## src/rtl/scan_seq_pkg.sv

```systemverilog
package scan_seq_pkg;
  typedef enum logic [1:0] {
    MODE_DC  = 2'd0,
    MODE_LOC = 2'd1,
    MODE_LOS = 2'd2
  } test_mode_e;

  typedef enum logic [2:0] {
    ST_IDLE   = 3'd0,
    ST_SHIFT  = 3'd1,
    ST_CAP1   = 3'd2,
    ST_CAP2   = 3'd3,
    ST_UNLOAD = 3'd4
  } seq_state_e;
endpackage

```

## src/rtl/scan_rst_sync.sv

```systemverilog
module scan_rst_sync (
  input  logic clk,
  input  logic rst_n,
  output logic rst_n_sync
);
  logic stage_q;

  always_ff @(posedge clk or negedge rst_n) begin
    if (!rst_n) begin
      stage_q    <= 1'b0;
      rst_n_sync <= 1'b0;
    end else begin
      stage_q    <= 1'b1;
      rst_n_sync <= stage_q;
    end
  end
endmodule

```

## src/rtl/scan_cell.sv

```systemverilog
module scan_cell (
  input  logic clk,
  input  logic rst_n,
  input  logic step,
  input  logic se,
  input  logic si,
  input  logic d,
  output logic q
);
  logic q_d;

  always_comb begin
    q_d = q;
    if (step) q_d = se ? si : d;
  end

  always_ff @(posedge clk or negedge rst_n) begin
    if (!rst_n) q <= 1'b0;
    else        q <= q_d;
  end

  // a shift step takes the serial input
  a_r2_shift_load: assert property (@(posedge clk) disable iff (!rst_n)
    (step && se) |=> (q == $past(si)));
  // a capture step takes the functional input
  a_r2_capture_load: assert property (@(posedge clk) disable iff (!rst_n)
    (step && !se) |=> (q == $past(d)));
endmodule

```

## src/rtl/scan_seq_ctrl.sv

```systemverilog
module scan_seq_ctrl
  import scan_seq_pkg::*;
#(
  parameter int N     = 6,
  parameter int PAT_W = 4,
  parameter int CNT_W = 12
) (
  input  logic             clk,
  input  logic             rst_n,
  input  logic             start_i,
  input  logic [1:0]       mode_i,
  input  logic [PAT_W-1:0] npat_i,
  output logic             step_o,
  output logic             scan_en_o,
  output logic             slow_o,
  output logic             fast_o,
  output logic             busy_o,
  output logic             done_o,
  output logic [CNT_W-1:0] cyc_o
);
  localparam int BIT_W = (N > 1) ? $clog2(N) : 1;
  localparam logic [BIT_W-1:0] LAST_BIT = BIT_W'(N - 1);
  localparam logic [PAT_W-1:0] ONE_PAT  = PAT_W'(1);

  seq_state_e       state_q, state_d;
  test_mode_e       mode_q,  mode_d;
  logic [PAT_W-1:0] pat_q,   pat_d;
  logic [BIT_W-1:0] bit_q,   bit_d;
  logic [CNT_W-1:0] cyc_q,   cyc_d;
  logic             done_q,  done_d;
  logic             last_bit, last_pat;

  assign last_bit = (bit_q == LAST_BIT);
  assign last_pat = (pat_q == ONE_PAT);

  // Next-state logic
  always_comb begin
    state_d = state_q;
    mode_d  = mode_q;
    pat_d   = pat_q;
    bit_d   = bit_q;
    cyc_d   = cyc_q;
    done_d  = done_q;
    if (state_q != ST_IDLE) cyc_d = cyc_q + 1'b1;
    case (state_q)
      ST_IDLE: begin
        if (start_i) begin
          mode_d  = (mode_i == 2'd3) ? MODE_DC : test_mode_e'(mode_i);
          pat_d   = npat_i;
          bit_d   = '0;
          cyc_d   = '0;
          done_d  = 1'b0;
          state_d = (npat_i == '0) ? ST_UNLOAD : ST_SHIFT;
        end
      end
      ST_SHIFT: begin
        if (last_bit) begin
          bit_d   = '0;
          state_d = ST_CAP1;
        end else begin
          bit_d = bit_q + 1'b1;
        end
      end
      ST_CAP1: begin
        if (mode_q == MODE_LOC) begin
          state_d = ST_CAP2;
        end else begin
          pat_d   = pat_q - 1'b1;
          state_d = last_pat ? ST_UNLOAD : ST_SHIFT;
        end
      end
      ST_CAP2: begin
        pat_d   = pat_q - 1'b1;
        state_d = last_pat ? ST_UNLOAD : ST_SHIFT;
      end
      ST_UNLOAD: begin
        if (last_bit) begin
          bit_d   = '0;
          done_d  = 1'b1;
          state_d = ST_IDLE;
        end else begin
          bit_d = bit_q + 1'b1;
        end
      end
      default: state_d = ST_IDLE;
    endcase
  end

  // State registers
  always_ff @(posedge clk or negedge rst_n) begin
    if (!rst_n) begin
      state_q <= ST_IDLE;
      mode_q  <= MODE_DC;
      pat_q   <= '0;
      bit_q   <= '0;
      cyc_q   <= '0;
      done_q  <= 1'b0;
    end else begin
      state_q <= state_d;
      mode_q  <= mode_d;
      pat_q   <= pat_d;
      bit_q   <= bit_d;
      cyc_q   <= cyc_d;
      done_q  <= done_d;
    end
  end

  // Per-cycle controls
  always_comb begin
    busy_o    = (state_q != ST_IDLE);
    step_o    = busy_o;
    scan_en_o = (state_q == ST_SHIFT) || (state_q == ST_UNLOAD);
    fast_o    = ((state_q == ST_SHIFT) && (mode_q == MODE_LOS) && last_bit) ||
                ((state_q == ST_CAP1) && (mode_q != MODE_DC)) ||
                (state_q == ST_CAP2);
    slow_o    = busy_o && !fast_o;
  end

  assign done_o = done_q;
  assign cyc_o  = cyc_q;

  // the response capture follows the launch capture at full speed
  a_r4_loc_pair: assert property (@(posedge clk) disable iff (!rst_n)
    (state_q == ST_CAP1 && mode_q == MODE_LOC) |=> (state_q == ST_CAP2 && fast_o && !scan_en_o));
  // a fast shift is directly followed by a fast capture
  a_r5_los_launch: assert property (@(posedge clk) disable iff (!rst_n)
    (scan_en_o && fast_o) |=> (busy_o && !scan_en_o && fast_o));
  // slow scan never requests a fast cycle
  a_r3_dc_slow: assert property (@(posedge clk) disable iff (!rst_n)
    (busy_o && mode_q == MODE_DC) |-> !fast_o);
  // the latched mode holds for the whole run
  a_r9_mode_hold: assert property (@(posedge clk) disable iff (!rst_n)
    (busy_o && $past(busy_o)) |-> $stable(mode_q));
  // done only while idle
  a_r8_done_idle: assert property (@(posedge clk) disable iff (!rst_n)
    done_o |-> !busy_o);
  // every active cycle adds one to the count
  a_r7_cycle_advance: assert property (@(posedge clk) disable iff (!rst_n)
    (busy_o && $past(busy_o)) |-> (cyc_q == $past(cyc_q) + 1'b1));
  // exactly one speed request while busy, none when idle
  a_r10_one_speed: assert property (@(posedge clk) disable iff (!rst_n)
    $countones({slow_o, fast_o}) == (busy_o ? 1 : 0));
endmodule

```

## src/rtl/scan_atspeed_seq.sv

```systemverilog
module scan_atspeed_seq #(
  parameter int N     = 6,
  parameter int PAT_W = 4,
  parameter int CNT_W = 12
) (
  input  logic             clk,
  input  logic             rst_n,
  input  logic             start,
  input  logic [1:0]       mode,
  input  logic [PAT_W-1:0] num_patterns,
  input  logic             scan_in,
  input  logic [N-1:0]     func_d,
  output logic [N-1:0]     func_q,
  output logic             scan_out,
  output logic             scan_en,
  output logic             slow_req,
  output logic             fast_req,
  output logic             busy,
  output logic             done,
  output logic [CNT_W-1:0] cycle_count
);
  logic         rst_n_i;
  logic         step;
  logic [N:0]   link;

  scan_rst_sync u_rst (
    .clk        (clk),
    .rst_n      (rst_n),
    .rst_n_sync (rst_n_i)
  );

  scan_seq_ctrl #(.N(N), .PAT_W(PAT_W), .CNT_W(CNT_W)) u_ctrl (
    .clk       (clk),
    .rst_n     (rst_n_i),
    .start_i   (start),
    .mode_i    (mode),
    .npat_i    (num_patterns),
    .step_o    (step),
    .scan_en_o (scan_en),
    .slow_o    (slow_req),
    .fast_o    (fast_req),
    .busy_o    (busy),
    .done_o    (done),
    .cyc_o     (cycle_count)
  );

  assign link[0] = scan_in;

  for (genvar g = 0; g < N; g++) begin : g_cell
    scan_cell u_cell (
      .clk   (clk),
      .rst_n (rst_n_i),
      .step  (step),
      .se    (scan_en),
      .si    (link[g]),
      .d     (func_d[g]),
      .q     (link[g+1])
    );
  end

  assign func_q   = link[N:1];
  assign scan_out = link[N];

  // shifting moves the serial stream one cell toward the output
  a_r6_chain_moves: assert property (@(posedge clk) disable iff (!rst_n_i)
    (step && scan_en) |=> (func_q[N-1] == $past(func_q[N-2])));
endmodule

```

## config.mk

```make
export PLATFORM = sky130hd
export DESIGN_NAME = scan_atspeed_seq
export DESIGN_NICKNAME = d
export VERILOG_FILES = /design/src/rtl/scan_seq_pkg.sv /design/src/rtl/scan_rst_sync.sv /design/src/rtl/scan_cell.sv /design/src/rtl/scan_seq_ctrl.sv /design/src/rtl/scan_atspeed_seq.sv
export SDC_FILE = /design/constraint.sdc
export NUM_CORES = 1
export LEC_CHECK = 0
export BUFFER_PORTS_ARGS = -buffer_cell sky130_fd_sc_hd__buf_2
export CAP_MARGIN = 20
export CORE_MARGIN = 3
export CORE_UTILIZATION = 45
export CTS_CLUSTER_DIAMETER = 100
export DETAILED_ROUTE_END_ITERATION = 8
export GPL_TIMING_DRIVEN = 0
export MAX_ROUTING_LAYER = met4
export PLACE_DENSITY_LB_ADDON = 0.2
export SLEW_MARGIN = 10
export SYNTH_ARGS = -nofsm -noshare
export SYNTH_HDL_FRONTEND = slang
export SYNTH_HIERARCHICAL = 1
export SYNTH_SLANG_ARGS = --single-unit
```

## constraint.sdc

```tcl
create_clock -name clk -period 2.6 [get_ports clk]
set_clock_uncertainty 0.05 [all_clocks]
set_input_delay 0.52 -clock clk [delete_from_list [all_inputs] [get_ports clk]]
set_output_delay 0.52 -clock clk [all_outputs]
set_load 0.03 [all_outputs]
```

== After elaboration in Yosys (flattened, before gate mapping) ==
Cells that the tools add are included.

* Input bits: 16
* Register bits after elaboration: 33
* Output and inout bits: 24

* Multiplexer cells: 26
* Reductions and logical operators: 21
* Equality and inequality tests: 13
* Add/subtract/negate cells: 3

{| class="wikitable"
|+ Operators with widths
! operator !! number
|-
| $mux 12 || 3
|-
| $mux 3 || 8
|-
| $pmux 3 s5 || 1
|-
| $add 12x1->12 const B || 1
|-
| $pmux 4 s3 || 1
|-
| $reduce_and 3->1 || 3
|-
| $mux 1 || 8
|-
| $mux 4 || 2
|-
| $eq 3x2->1 const B || 2
|-
| $eq 3x3->1 const B || 2
|-
| $pmux 3 s2 || 1
|-
| $reduce_bool 2->1 || 3
|-
| $reduce_bool 3->1 || 2
|-
| $eq 2x2->1 const B || 2
|-
| $eq 4x1->1 const B || 1
|-
| $logic_and 1x1->1 || 4
|-
| $logic_not 4->1 || 1
|-
| $ne 2x1->1 const B || 2
|-
| $ne 2x2->1 const B || 2
|-
| $reduce_and 2->1 || 2
|-
| $sub 4x1->4 const B || 1
|-
| $add 3x1->3 const B || 1
|-
| $eq 3x1->1 const B || 1
|-
| $logic_not 3->1 || 1
|-
| other kinds (6) || 8
|}

== Logic depth before layout (Yosys ltp) ==
* Depth in word-level cells: 7
* Depth in mapped cells: 6

== Cells and area by module ==
Netlist, hierarchy kept.

{| class="wikitable"
|+ Modules (own cells, without submodules)
! module !! seq. area each (um^2) !! instances !! area each (um^2) !! cells an instance
|-
| scan_seq_ctrl || 625.6 || 1 || 1410.1 || 156
|-
| scan_cell || 25.0 || 6 || 43.8 || 4
|-
| scan_rst_sync || 50.0 || 1 || 53.8 || 3
|-
| scan_atspeed_seq || 0.0 || 1 || 7.5 || 1
|}

== Worst setup path after synthesis ==
No wires, ideal clock.

* Path kind: register to output
* Start: register u_ctrl.state_q[1]
* End: output port slow_req
* Setup slack: -237 ps
* Buffers on the path: 2
* Cell stages (with the launch flop): 6
* Arrival: 2267 ps
* Cells stage by stage: dfrtp_1 > clkbuf_1 > buf_2 > a31oi_1 > nor4_1 > nor2_1

* Cells in the longest elaborated chain, start to end: 7
* Elaborated cells on any way between the ends: 11
* Classes of those cells: 3 x eq/ne; 8 x reduce/logical

{| class="wikitable"
|+ RTL lines
! element !! RTL line !! RTL
|-
| start: declaration || scan_seq_ctrl.sv:25 || <nowiki>seq_state_e state_q, state_d;</nowiki>
|-
| start signal: assignment || scan_seq_ctrl.sv:99 || <nowiki>state_q <= state_d;</nowiki>
|-
| $eq 3x1->1 || scan_seq_ctrl.sv:113 || <nowiki>fast_o = ((state_q == ST_SHIFT) && (mode_q == MODE_LOS) && last_bit) ||</nowiki>
|-
| $logic_and 1x1->1 (2 in a row) || scan_seq_ctrl.sv:113 ||
|-
| $logic_or 1x1->1 || scan_seq_ctrl.sv:113 ||
|-
| $logic_or 1x1->1 (*) || scan_seq_ctrl.sv:114 || <nowiki>((state_q == ST_CAP1) && (mode_q != MODE_DC)) ||</nowiki>
|-
| net fast_req || scan_atspeed_seq.sv:17 || <nowiki>output logic fast_req,</nowiki>
|-
| $logic_not 1->1 (*) || scan_seq_ctrl.sv:116 || <nowiki>slow_o = busy_o && !fast_o;</nowiki>
|-
| $logic_and 1x1->1 (*) || scan_seq_ctrl.sv:116 ||
|-
| end: declaration || scan_atspeed_seq.sv:16 || <nowiki>output logic slow_req,</nowiki>
|}

The timed path passes the listed nets; every way through them passes the cells marked *.

== Worst setup path after layout ==
* Start: register u_ctrl.state_q[2]
* End: output port scan_en

* Cells in the longest elaborated chain, start to end: 2
* Elaborated cells on any way between the ends: 3
* Classes of those cells: 2 x eq/ne; 1 x reduce/logical

{| class="wikitable"
|+ RTL lines
! element !! RTL line !! RTL
|-
| $eq 3x1->1 or $eq 3x3->1 (tied branches) || scan_seq_ctrl.sv:112 || <nowiki>scan_en_o = (state_q == ST_SHIFT) || (state_q == ST_UNLOAD);</nowiki>
|-
| $logic_or 1x1->1 (*) || scan_seq_ctrl.sv:112 ||
|-
| end: declaration || scan_atspeed_seq.sv:15 || <nowiki>output logic scan_en,</nowiki>
|}

Mark *: on every way between the ends. The rest lies on a longest branch, timed or not.

==> reports/results.tsv <==
metric	value	unit
maximum clock frequency	0.420	GHz
worst reg2reg path depth	6	
CTS tree	done	
WL final	3580	µm
layout cells sized above 1	26.3	%
status	finished clean	
cell taking the most area after synthesis	dfrtp_1	
# fillers	327	
most common cell after layout, fill and taps aside	buf_2	
Setup TNS	0	ns
post-DR wirelength/cell	12.9	µm
placed inst area	2020	µm²
CTS sink cnt	33	
net count after synthesis	203	
htree depth	2	
post-synthesis sequential area ratio	47.6	%
I/O pins	40	
Slew Limit Fails	0	
maxcap violations	0	
Area contributors post-synth	dfrtp_1 48%, mux2i_1 6.3%, nor2_1 4.5%, a21oi_1 3.8%, nand2_1 3.7%	
slew at the pin closest to its max-slew limit	0.625	ns
cell area after layout	2120	µm²
postcts setup bufs	0	
Buffers on Ports	39	
GR Util All Layers	17.8	%
post-DP HPWL	2640	µm
Synth Cell Area	1730	µm²
Crit Path Max Fanout	12	
fin nets	251	
detailed-route via count	1491	
Tot Pwr	2380	µW
initial antenna violation count	0	
Synth Instances	184	
Tmin final	2.38	ns
endpoint class of the critical path	output port	
Cell Rows	21	
Max clock buf depth	2	
unrepaired setup endpoints after global routing	false	
Die Span Y	68.1	µm
vias in the first global route	1344	
die extent in x	68.1	µm
area growth from synthesis to layout	22.2	%
DR pass1 iterations	4	
final period utilization	91.5	%
post-route ant nets	0	
global-route wire length before repair	5990	µm
routability cong.	0.852	
worst-skew pair later-pin latency	0.29	ns
clk root buf	clkbuf_8	
Cell variety after synth	45	
share of the synthesized area in the top cell type	47.6	%
pwr dens	1120	nW/µm²
Leak	0.000986	µW
Yosys warning count	6	
Yosys reg bits	33	
crit path DAT	1.81	ns
most frequent cells in the layout	42 x buf_2, 33 x dfrtp_1, 20 x nor2_1	
Critical Path Source Type	register	
syn_area_per_cell	9.42	µm²
maximum vdd drop	559	µV
Critical Path RT	2.03	ns
Seq. cell area	826	µm²
Multi-input gate area	838	µm²
Total Die Area	4630	µm²
global route overflow	0	
Worst slew margin	58.3	%
CTS Buf Count	5	
initial core utilization	49.3	%
Hold Path Class	reg -> async	
# diodes	0	
Setup CP Type	reg -> out	
Final Hold Vio Count	0	
Worst-path clk slew	0.07	ns
drt drc	0	
Vias/cell	5.36	
starting DRC count in detailed routing	51	
CORE AREA	3520	µm²
Setup violations, final	0	
pin count of the biggest net entering global routing	21	
==> kinds of logic (layout without fill, tap and decap cells) <==
group                    after synthesis  in the layout  synth area share, %
AO/OA/AOI/OAI                         43             43                 15.8
XOR/XNOR                               2              2                 1.01
adder cells (fa/ha/maj)                3              3                 2.16
buffers and inverters                 16             64                 4.55
flip-flops                            33             33                 47.6
multiplexers                          12             12                 7.00
other                                  1              1                0.216
AND/OR/NAND/NOR                       74             74                 21.6
==> final cells by class <==
type                    instances  area share [%]
plain buffers                   8            2.30
clock buffers                   7            4.07
repair buffers                 41            11.0
well taps                      46            2.72
flip-flops and latches         33            39.0
multi-input cells             135            39.6
inverters                       8            1.42
==> synthesized netlist by cell type (all sizes together) <==
master	n
a21o	1
o31ai	1
and3	1
o22ai	2
nor4	3
nand3b	2
mux2i	11
o21bai	1
nor2b	1
a21oi	13
or3b	2
or4	1
dfrtp	33
o221a	2
nand2b	3
inv	8
mux2	1
o211ai	1
a31oi	2
a221oi	1
nor3b	2
nand2	17
nor2	22
and3b	1
ha	3
buf	6
a22o	3
nor3	8
clkbuf	2
a22oi	1
o221ai	1
conb	1
nand3	8
o21ai	12
xnor2	2
a2bb2oi	1
o2111a	1
nand4	3
==> report_power, final <==
group,internal (µW),switching [µW]
Combinational,438,730
Clock,210,175
Sequential,669,156
==> layer usage <==
metal	vias up	GRT usage, %	wire length [µm]
met3	5	5.91	175
li1	758	-	-
met1	694	23.0	1710
met5	-	-	0
met4	0	5.21	37
met2	34	26.5	1660
==> path summary, 6_finish.rpt <==
kind | slack (ns) | startpoint | endpoint
worst max-delay path | 0.22 | u_ctrl/state_q[2] | scan_en
worst min-delay path | 0.18 | u_rst/rst_n_sync | u_ctrl/cyc_o[3]
worst max register to register | 0.75 | u_ctrl/state_q[2] | u_ctrl/bit_q[1]
worst min register to register | 0.18 | u_rst/rst_n_sync | u_ctrl/cyc_o[3]
max in group asynchronous | 1.83 | u_rst/rst_n_sync | u_ctrl/state_q[1]
min in group clk | 0.30 | u_rst/stage_q | u_rst/rst_n_sync
==> registers in the layout, indices dropped and copies added (netlist names) <==
register,count
u_ctrl/bit_q,3
u_ctrl/mode_q,2
g_cell.u_cell/q,6
u_ctrl/done_o,1
u_ctrl/state_q,3
u_rst/stage_q,1
u_ctrl/pat_q,4
u_rst/rst_n_sync,1
u_ctrl/cyc_o,12
==> metrics by stage <==
stage               std cells  util (%)  hold WS (ns)  setup slack [ns]
floorplan                 184         -         0.174             0.190
global placement          269      56.6         0.257             0.265
detailed placement        270      57.4         0.200             0.262
CTS                       278      60.2         0.197             0.222
global route              278      60.2         0.206            0.0926
finish                    278      60.2         0.177             0.221
==> worst max-delay path, stage by stage, from the launching register on <==
cell     delay (ns)
dfrtp_1        0.36
buf_2          0.19
xnor2_1        0.16
nor2_2         0.49
buf_2          0.32
==> what timing repair did <==
| item | in CTS | in global routing |
|---|---|---|
| hold endpoints to repair | 2 | 0 |
| setup endpoints to repair | 1 | 0 |
| hold buffers | 1 | 0 |
| resized for setup | 1 | 0 |
Note: power is estimated with default switching activity, not from simulation.
